[config.mk]
export PLATFORM = sky130hd
export DESIGN_NAME = sap_pinmux
export DESIGN_NICKNAME = d
export VERILOG_FILES = /design/src/rtl/sap_pkg.sv /design/src/rtl/sap_cfg_reg.sv /design/src/rtl/sap_flag_unit.sv /design/src/rtl/sap_route.sv /design/src/rtl/sap_pinmux.sv
export SDC_FILE = /design/constraint.sdc
export NUM_CORES = 1
export LEC_CHECK = 0
export ABC_AREA = 0
export BUFFER_PORTS_ARGS = -buffer_cell sky130_fd_sc_hd__buf_2
export CAP_MARGIN = 10
export CORE_MARGIN = 4
export CORE_UTILIZATION = 43
export CTS_BUF_LIST = sky130_fd_sc_hd__clkbuf_2 sky130_fd_sc_hd__clkbuf_4 sky130_fd_sc_hd__clkbuf_8
export DETAILED_ROUTE_END_ITERATION = 12
export PLACE_DENSITY = 0.75
export SYNTH_ARGS = -nofsm -noshare
export SYNTH_HDL_FRONTEND = slang
export SYNTH_SLANG_ARGS = --single-unit
[constraint.sdc]
create_clock -name clk -period 0.95 [get_ports clk]
set_input_delay 0.1425 -clock clk [delete_from_list [all_inputs] [get_ports clk]]
set_output_delay 0.1425 -clock clk [all_outputs]
set_load 0.05 [all_outputs]
[src/rtl/sap_pkg.sv]
package sap_pkg;

    localparam int NPIN     = 3;
    localparam int PIN_TCK  = 0;
    localparam int PIN_TFS  = 1;
    localparam int PIN_RCK  = 2;
    localparam int MODE_W   = 2;

    typedef enum logic [MODE_W-1:0] {
        GM_OFF  = 2'b00,
        GM_IN   = 2'b01,
        GM_OUT  = 2'b10,
        GM_OFF2 = 2'b11
    } gpio_mode_e;

    typedef struct packed {
        logic [NPIN-1:0]        ser;
        logic [MODE_W*NPIN-1:0] gmode;
        logic [NPIN-1:0]        dout;
        logic                   sync;
        logic                   net;
        logic                   tck_out;
        logic                   tfs_out;
        logic                   rck_out;
        logic                   oflag;
    } port_cfg_t;

    localparam port_cfg_t CFG_RST = '0;

    function automatic gpio_mode_e pin_mode(logic [MODE_W*NPIN-1:0] gm, int idx);
        return gpio_mode_e'(gm[MODE_W*idx +: MODE_W]);
    endfunction

endpackage

[src/rtl/sap_cfg_reg.sv]
module sap_cfg_reg
    import sap_pkg::*;
(
    input  logic      clk,
    input  logic      rst,
    input  logic      we,
    input  port_cfg_t d,
    output port_cfg_t q
);

    always_ff @(posedge clk) begin
        if (rst)     q <= CFG_RST;
        else if (we) q <= d;
    end

    p_cfg_hold_r3: assert property (@(posedge clk) disable iff (rst)
        !we |=> $stable(q));

endmodule

[src/rtl/sap_flag_unit.sv]
module sap_flag_unit #(
    parameter int SYNC_STAGES = 2
) (
    input  logic clk,
    input  logic rst,
    input  logic flag_mode,
    input  logic flag_is_out,
    input  logic net,
    input  logic frame_stb,
    input  logic slot_stb,
    input  logic oflag_ctl,
    input  logic pad_level,
    output logic oflag_pin,
    output logic iflag
);

    logic [SYNC_STAGES-1:0] chain;
    logic                   upd;
    logic                   load_out;
    logic                   load_in;

    assign upd      = net ? slot_stb : frame_stb;
    assign load_out = flag_mode &&  flag_is_out && upd;
    assign load_in  = flag_mode && !flag_is_out && upd;

    always_ff @(posedge clk) begin
        if (rst) chain <= '0;
        else     chain <= {chain[SYNC_STAGES-2:0], pad_level};
    end

    always_ff @(posedge clk) begin
        if (rst)           oflag_pin <= 1'b0;
        else if (load_out) oflag_pin <= oflag_ctl;
    end

    always_ff @(posedge clk) begin
        if (rst)          iflag <= 1'b0;
        else if (load_in) iflag <= chain[SYNC_STAGES-1];
    end

    p_oflag_hold_r8: assert property (@(posedge clk) disable iff (rst)
        !upd |=> $stable(oflag_pin));

    p_oflag_load_r8: assert property (@(posedge clk) disable iff (rst)
        (flag_mode && flag_is_out && upd) |=> (oflag_pin == $past(oflag_ctl)));

    p_iflag_hold_r9: assert property (@(posedge clk) disable iff (rst)
        !upd |=> $stable(iflag));

    p_iflag_async_r9: assert property (@(posedge clk) disable iff (rst)
        !flag_mode |=> $stable(iflag));

endmodule

[src/rtl/sap_route.sv]
module sap_route
    import sap_pkg::*;
(
    input  logic [NPIN-1:0]        ser,
    input  logic [MODE_W*NPIN-1:0] gmode,
    input  logic [NPIN-1:0]        dout,
    input  logic                   sync,
    input  logic                   tck_out,
    input  logic                   tfs_out,
    input  logic                   rck_out,
    input  logic [NPIN-1:0]        pad_in,
    input  logic                   int_tck,
    input  logic                   int_tfs,
    input  logic                   int_rck,
    input  logic                   rx_fs_async,
    input  logic                   oflag_pin,
    output logic [NPIN-1:0]        pad_oe,
    output logic [NPIN-1:0]        pad_out,
    output logic [NPIN-1:0]        gpio_din,
    output logic                   tx_bclk,
    output logic                   rx_bclk,
    output logic                   tx_fs,
    output logic                   rx_fs
);

    logic [NPIN-1:0] ser_oe;
    logic [NPIN-1:0] ser_val;
    logic [NPIN-1:0] ser_in;

    assign ser_oe[PIN_TCK]  = tck_out;
    assign ser_val[PIN_TCK] = int_tck;
    assign ser_oe[PIN_TFS]  = tfs_out;
    assign ser_val[PIN_TFS] = int_tfs;
    assign ser_oe[PIN_RCK]  = rck_out;
    assign ser_val[PIN_RCK] = sync ? oflag_pin : int_rck;

    for (genvar gi = 0; gi < NPIN; gi++) begin : g_pin
        gpio_mode_e mode_w;
        logic       gp_oe;

        assign mode_w       = pin_mode(gmode, gi);
        assign gp_oe        = (mode_w == GM_OUT);
        assign pad_oe[gi]   = ser[gi] ? ser_oe[gi] : gp_oe;
        assign pad_out[gi]  = !pad_oe[gi] ? 1'b0 : (ser[gi] ? ser_val[gi] : dout[gi]);
        assign gpio_din[gi] = (!ser[gi] && mode_w == GM_IN) ? pad_in[gi] : 1'b0;
        assign ser_in[gi]   = !ser[gi] ? 1'b0 : (ser_oe[gi] ? ser_val[gi] : pad_in[gi]);

        always_comb begin
            if (!ser[gi] && mode_w != GM_OUT)
                p_gpio_undriven_r2: assert (pad_out[gi] == 1'b0 || pad_oe[gi] == 1'b1);
        end
    end

    assign tx_bclk = ser_in[PIN_TCK];
    assign tx_fs   = ser_in[PIN_TFS];
    assign rx_bclk = sync ? ser_in[PIN_TCK] : ser_in[PIN_RCK];
    assign rx_fs   = sync ? ser_in[PIN_TFS] : rx_fs_async;

endmodule

[src/rtl/sap_pinmux.sv]
module sap_pinmux
    import sap_pkg::*;
#(
    parameter int SYNC_STAGES = 2
) (
    input  logic                   clk,
    input  logic                   rst,
    input  logic                   cfg_we,
    input  logic [NPIN-1:0]        cfg_serial,
    input  logic [MODE_W*NPIN-1:0] cfg_gpio_mode,
    input  logic [NPIN-1:0]        cfg_gpio_dout,
    input  logic                   cfg_sync,
    input  logic                   cfg_network,
    input  logic                   cfg_tck_out,
    input  logic                   cfg_tfs_out,
    input  logic                   cfg_rck_out,
    input  logic                   cfg_oflag,
    input  logic                   int_tck,
    input  logic                   int_tfs,
    input  logic                   int_rck,
    input  logic                   rx_fs_async,
    input  logic                   frame_stb,
    input  logic                   slot_stb,
    input  logic [NPIN-1:0]        pad_in,
    output logic [NPIN-1:0]        pad_out,
    output logic [NPIN-1:0]        pad_oe,
    output logic [NPIN-1:0]        gpio_din,
    output logic                   tx_bclk,
    output logic                   rx_bclk,
    output logic                   tx_fs,
    output logic                   rx_fs,
    output logic                   iflag
);

    port_cfg_t cfg_d;
    port_cfg_t cfg_q;
    logic      oflag_pin;

    assign cfg_d = '{ser:     cfg_serial,
                     gmode:   cfg_gpio_mode,
                     dout:    cfg_gpio_dout,
                     sync:    cfg_sync,
                     net:     cfg_network,
                     tck_out: cfg_tck_out,
                     tfs_out: cfg_tfs_out,
                     rck_out: cfg_rck_out,
                     oflag:   cfg_oflag};

    sap_cfg_reg u_cfg (
        .clk (clk),
        .rst (rst),
        .we  (cfg_we),
        .d   (cfg_d),
        .q   (cfg_q)
    );

    sap_flag_unit #(.SYNC_STAGES(SYNC_STAGES)) u_flag (
        .clk         (clk),
        .rst         (rst),
        .flag_mode   (cfg_q.sync && cfg_q.ser[PIN_RCK]),
        .flag_is_out (cfg_q.rck_out),
        .net         (cfg_q.net),
        .frame_stb   (frame_stb),
        .slot_stb    (slot_stb),
        .oflag_ctl   (cfg_q.oflag),
        .pad_level   (pad_in[PIN_RCK]),
        .oflag_pin   (oflag_pin),
        .iflag       (iflag)
    );

    sap_route u_route (
        .ser         (cfg_q.ser),
        .gmode       (cfg_q.gmode),
        .dout        (cfg_q.dout),
        .sync        (cfg_q.sync),
        .tck_out     (cfg_q.tck_out),
        .tfs_out     (cfg_q.tfs_out),
        .rck_out     (cfg_q.rck_out),
        .pad_in      (pad_in),
        .int_tck     (int_tck),
        .int_tfs     (int_tfs),
        .int_rck     (int_rck),
        .rx_fs_async (rx_fs_async),
        .oflag_pin   (oflag_pin),
        .pad_oe      (pad_oe),
        .pad_out     (pad_out),
        .gpio_din    (gpio_din),
        .tx_bclk     (tx_bclk),
        .rx_bclk     (rx_bclk),
        .tx_fs       (tx_fs),
        .rx_fs       (rx_fs)
    );

    p_reset_off_r1: assert property (@(posedge clk)
        rst |=> (pad_oe == '0 && gpio_din == '0 && !iflag));

    p_sync_share_r6: assert property (@(posedge clk) disable iff (rst)
        cfg_q.sync |-> (rx_bclk == tx_bclk && rx_fs == tx_fs));

    p_flag_dir_r7: assert property (@(posedge clk) disable iff (rst)
        (cfg_q.sync && cfg_q.ser[PIN_RCK]) |-> (pad_oe[PIN_RCK] == cfg_q.rck_out));

endmodule

[Word level (Yosys, flattened, before mapping)]
Cells that the tools add are included.
Storage, ports and cells
  register bits after elaboration: 22
  output and inout bits: 14
  word-level logic and storage cells: 52
Cells by class
  equal/unequal tests: 6
  muxes and demuxes: 22
  reductions and logical operators: 12
Operators by type and width (count)
  1-bit two-way mux: 22
  1-bit logical AND: 8
  2-bit by 1-bit == test with 1-bit output (second input constant): 3
  2-bit == test (second input constant): 3
  1-bit logical NOT: 4

[Longest topological paths before layout]
  word-level depth: 4
  mapped depth: 4
  mapped depth without buffers: 3

[Hierarchy]
A second synthesis with hierarchy kept.
Unflattened totals
  cells, all modules: 105
  area, all modules: 1044.8 um^2
By module, submodules not included
  sap_cfg_reg: times used 1, cells each 58, area each 649.4 um^2
  sap_route: times used 1, cells each 30, area each 220.2 um^2
  sap_flag_unit: times used 1, cells each 16, area each 168.9 um^2
  sap_pinmux: times used 1, cells each 1, area each 6.3 um^2

[Least setup slack after synthesis]
Ideal clock, no wire load.
  path type: register -> output
  start point: reg u_cfg.q[9] (netlist name)
  end point: out pad_out[0]
  data arrival time: 2.115 ns
  path slack: -1.307 ns
  stages on the path, launching flop included: 4
  buffers on the path: 0
  path through: dfxtp_1 > nand2b_1 > o21ai_0 > and2_1
Between the ends
  cells in the longest elaborated chain, start to end: 3
RTL lines
  from (decl): line sap_cfg_reg.sv:8  | output port_cfg_t q
  from (signal assigned): line sap_cfg_reg.sv:12  | if (rst) q <= CFG_RST;
  from (signal assigned): line sap_cfg_reg.sv:13  | else if (we) q <= d;
  2-bit == test: line sap_route.sv:42  | assign gp_oe = (mode_w == GM_OUT);
  1-bit two-way mux: line sap_route.sv:43  | assign pad_oe[gi] = ser[gi] ? ser_oe[gi] : gp_oe;
  via pad_oe[0]: line sap_pinmux.sv:26  | output logic [NPIN-1:0] pad_oe,
  1-bit two-way mux: line sap_route.sv:44  | assign pad_out[gi] = !pad_oe[gi] ? 1'b0 : (ser[gi] ? ser_val[gi] : dout[gi]);
  to (decl): line sap_pinmux.sv:25  | output logic [NPIN-1:0] pad_out,
The timed path passes the listed nets, and every way through them passes these cells.

[Worst setup path after layout]
  start point: reg u_cfg.q[2] (netlist name)
  end point: out rx_fs
Between the ends
  cells in the longest elaborated chain, start to end: 3
RTL lines
  1-bit two-way mux (2 in a row): line sap_route.sv:46  | assign ser_in[gi] = !ser[gi] ? 1'b0 : (ser_oe[gi] ? ser_val[gi] : pad_in[gi]);
  1-bit two-way mux: line sap_route.sv:57  | assign rx_fs = sync ? ser_in[PIN_TFS] : rx_fs_async;
  to (decl): line sap_pinmux.sv:31  | output logic rx_fs,
Every way passes these cells.

==> results by group <==
Outcome
  • Status: complete, but fails checks
  • Failing checks: negative setup slack

Floorplanning
  • Chip width: 56.6 um
  • Die area: 3200 um2
  • Num rows: 17
  • # IOs: 44
  • Core ar.: 2230 um2
  • Die height: 56.6 um
  • Initial Util: 45.5%

Route
  • DR top layer: met4
  • DRC violations left: 0
  • Pre-antenna DRT Iters: 4
  • Avg WL per Cell: 17.4 um
  • Antenna Nets Post-Route: 0
  • Met3 wire length: 192 um
  • DR WL met2: 1930 um
  • WL met1: 1140 um
  • Vias/cell: 5.20
  • Vias post-DR: 998
  • Initial drt markers: 20
  • DRT Wirelength: 3350 um

Synthesis
  • Synthesized area: 1020 um2
  • #FFs+latches synth: 22
  • Most common cell in the netlist: mux2i_1
  • Post-synth top cells: mux2i_1, dfxtp_1, nor2_1, nor2b_1
  • Ys Warns: 0
  • Ranking of synthesized cells by area: dfxtp_1, mux2i_1, nor2_1
  • Async SR Flop Fraction: 0%
  • Gate Count Post-Synth: 102
  • Avg Inst Size Synth: 9.96 um2
  • Post-synth EDFFs: 0
  • Yosys top cell area share: 43.3%
  • Mapped Nets: 132
  • Sequential element share of the synthesized area: 43.3%
  • Post-synth top area cell: dfxtp_1
  • Synth cell types: 23
  • Post-synth top flop: dfxtp_1

Clock network
  • Clock tree buffer depth: 2
  • CTS Hold Buffers Added: 0
  • Reg clk slew, reported paths: 0.12 ns
  • CTS sink count: 22
  • Num CTS Buffers: 3
  • # H-tree levels: 1
  • Clock Latency Late Sink: 0.32 ns
  • CTS tree: done
  • Root Buffer: clkbuf_4

STA
  • Final period utilization: 168%
  • Setup ws final: -0.645 ns
  • Hold Fails Final Rpt: 0
  • Crit path time final: 1.60 ns
  • Worst-margin pin slew: 0.281 ns
  • Max Freq: 627 MHz
  • Final Setup Violations: 15
  • Max Transition Viols Final: 0
  • RSZ-0062 raised after global routing: yes
  • Worst clock skew: 0.00812 ns
  • Max_slew headroom: 81.0%

Layout
  • Final Core Density: 82.5%
  • Filler instances: 123
  • Syn-to-layout area delta: 81.4%
  • Area of the multi-input gates: 756 um2
  • N_diodes: 0
  • Design Area, Final: 1840 um2
  • Register Area: 474 um2
  • Nets@finish: 195
  • Layout cells sized above 1: 67.1%

Pwr
  • VDD IR max: 1.38 mV
  • Power Density: 1190 nW/um2
  • Lkg Pwr: 0.000850 uW

Placement
  • HPWL after DPL: 2020 um
  • PortBufs: 43
  • GP Congestion: 0.749
  • DP Area: 1500 um2

GRT
  • First-pass GRT wire length: 5110 um
  • Total global-route track usage: 20.9%
  • Initial antenna violation count: 0
  • Number of global-route vias before repair: 1088
  • Remaining Overflow, GRT: 0
  • Largest net degree at the start of global routing: 19

Critical path
  • CP Data Arrival Time: 1.45 ns
  • Worst Path Required: 0.81 ns
  • Crit start category: register
  • Crit path capture type: primary output
  • Worst-path fanout max: 2
  • CP Class: reg2out

Worst hold path
  • Type of the most critical hold path: in2reg

Job
  • # Max-Cap Violations: 0
[routing by layer]
metal / vias up / global-route usage [%]
met3: 8 / 4.37
met5: - / 0
met2: 37 / 40.1
li1: 475 / -
met4: 0 / 8.81
met1: 478 / 21.2
[through the flow]
step | instances | setup slack [ns] | hold slack, ns | TNS [ns] | total power, uW
2_1_floorplan | 102 | -0.290 | 0.236 | -1.87 | 1360
4_1_cts | 192 | -0.637 | 0.0600 | -6.47 | 2150
5_1_grt | 192 | -0.682 | 0.0483 | -7.37 | 2280
3_3_place_gp | 185 | -0.266 | 0.378 | -2.32 | 1510
6_report | 192 | -0.645 | 0.0460 | -6.72 | 2190
3_5_place_dp | 185 | -0.352 | 0.389 | -2.95 | 1530
[registers in the layout, indices dropped and copies added (netlist names)]
| register | count |
|---|---|
| u_cfg.q | 18 |
| u_flag.iflag | 1 |
| u_flag.chain | 2 |
| u_flag.oflag_pin | 1 |
[placed cells by master (no fill, tap or decap), types with 4 or more instances in the layout]
cell / count
nor2b_1: 4
buf_2: 30
buf_6: 15
nor2_1: 19
buf_8: 8
mux2i_4: 4
mux2i_1: 19
dfxtp_4: 7
dfxtp_1: 9
dfxtp_2: 6
buf_4: 10
[cell type report]
cell class,count,area share [%]
repair buffers,64,29.0
clock buffers,4,1.97
flip-flops and latches,22,25.7
inverters,2,0.407
multi-input cells,72,41.0
well taps,28,1.90
[critical path: stages, from the launching register on]
cell and delay, ns:
dfxtp_4 0.39, mux2i_4 0.26, nor2b_4 0.06, mux2_4 0.27
buf_6 0.15
[worst paths after layout]
kind	cells after the start	slack, ns	endpoint	start
setup reg to reg	5	-0.23	u_flag.iflag$_SDFFE_PP0P_	u_cfg.q[1]$_SDFFE_PP0P_
hold reg to reg	1	0.46	u_flag.chain[1]$_SDFF_PP0_	u_flag.chain[0]$_SDFF_PP0_
hold / removal	3	0.05	u_cfg.q[13]$_SDFFE_PP0P_	cfg_gpio_mode[4]
setup / recovery	4	-0.65	rx_fs	u_cfg.q[2]$_SDFFE_PP0P_
[kinds of logic (layout without fill, tap and decap cells)]
family	count (synthesis)	after routing	share of synthesized area, %
compound gates	9	9	6.65
buf+inv	8	70	5.42
flops	22	22	43.3
mux	26	26	26.0
simple gates	37	37	18.6
[power breakdown]
| part | total, uW | leakage [uW] | internal [uW] | switching (uW) |
|---|---|---|---|---|
| sequential | 1030 | 0.000188 | 968 | 65.1 |
| combinational | 625 | 0.000641 | 330 | 295 |
| clock | 532 | 0.0000210 | 235 | 297 |
| total | 2190 | 0.000850 | 1530 | 657 |
[repair_timing]
action                     4_1_cts  5_1_grt
buffers inserted                 3        0
hold endpoints to repair         0        0
gates resized for setup         68       12
pin swaps                        8        5
setup endpoints to repair       16       16
Note: power is estimated with default switching activity, not from simulation.
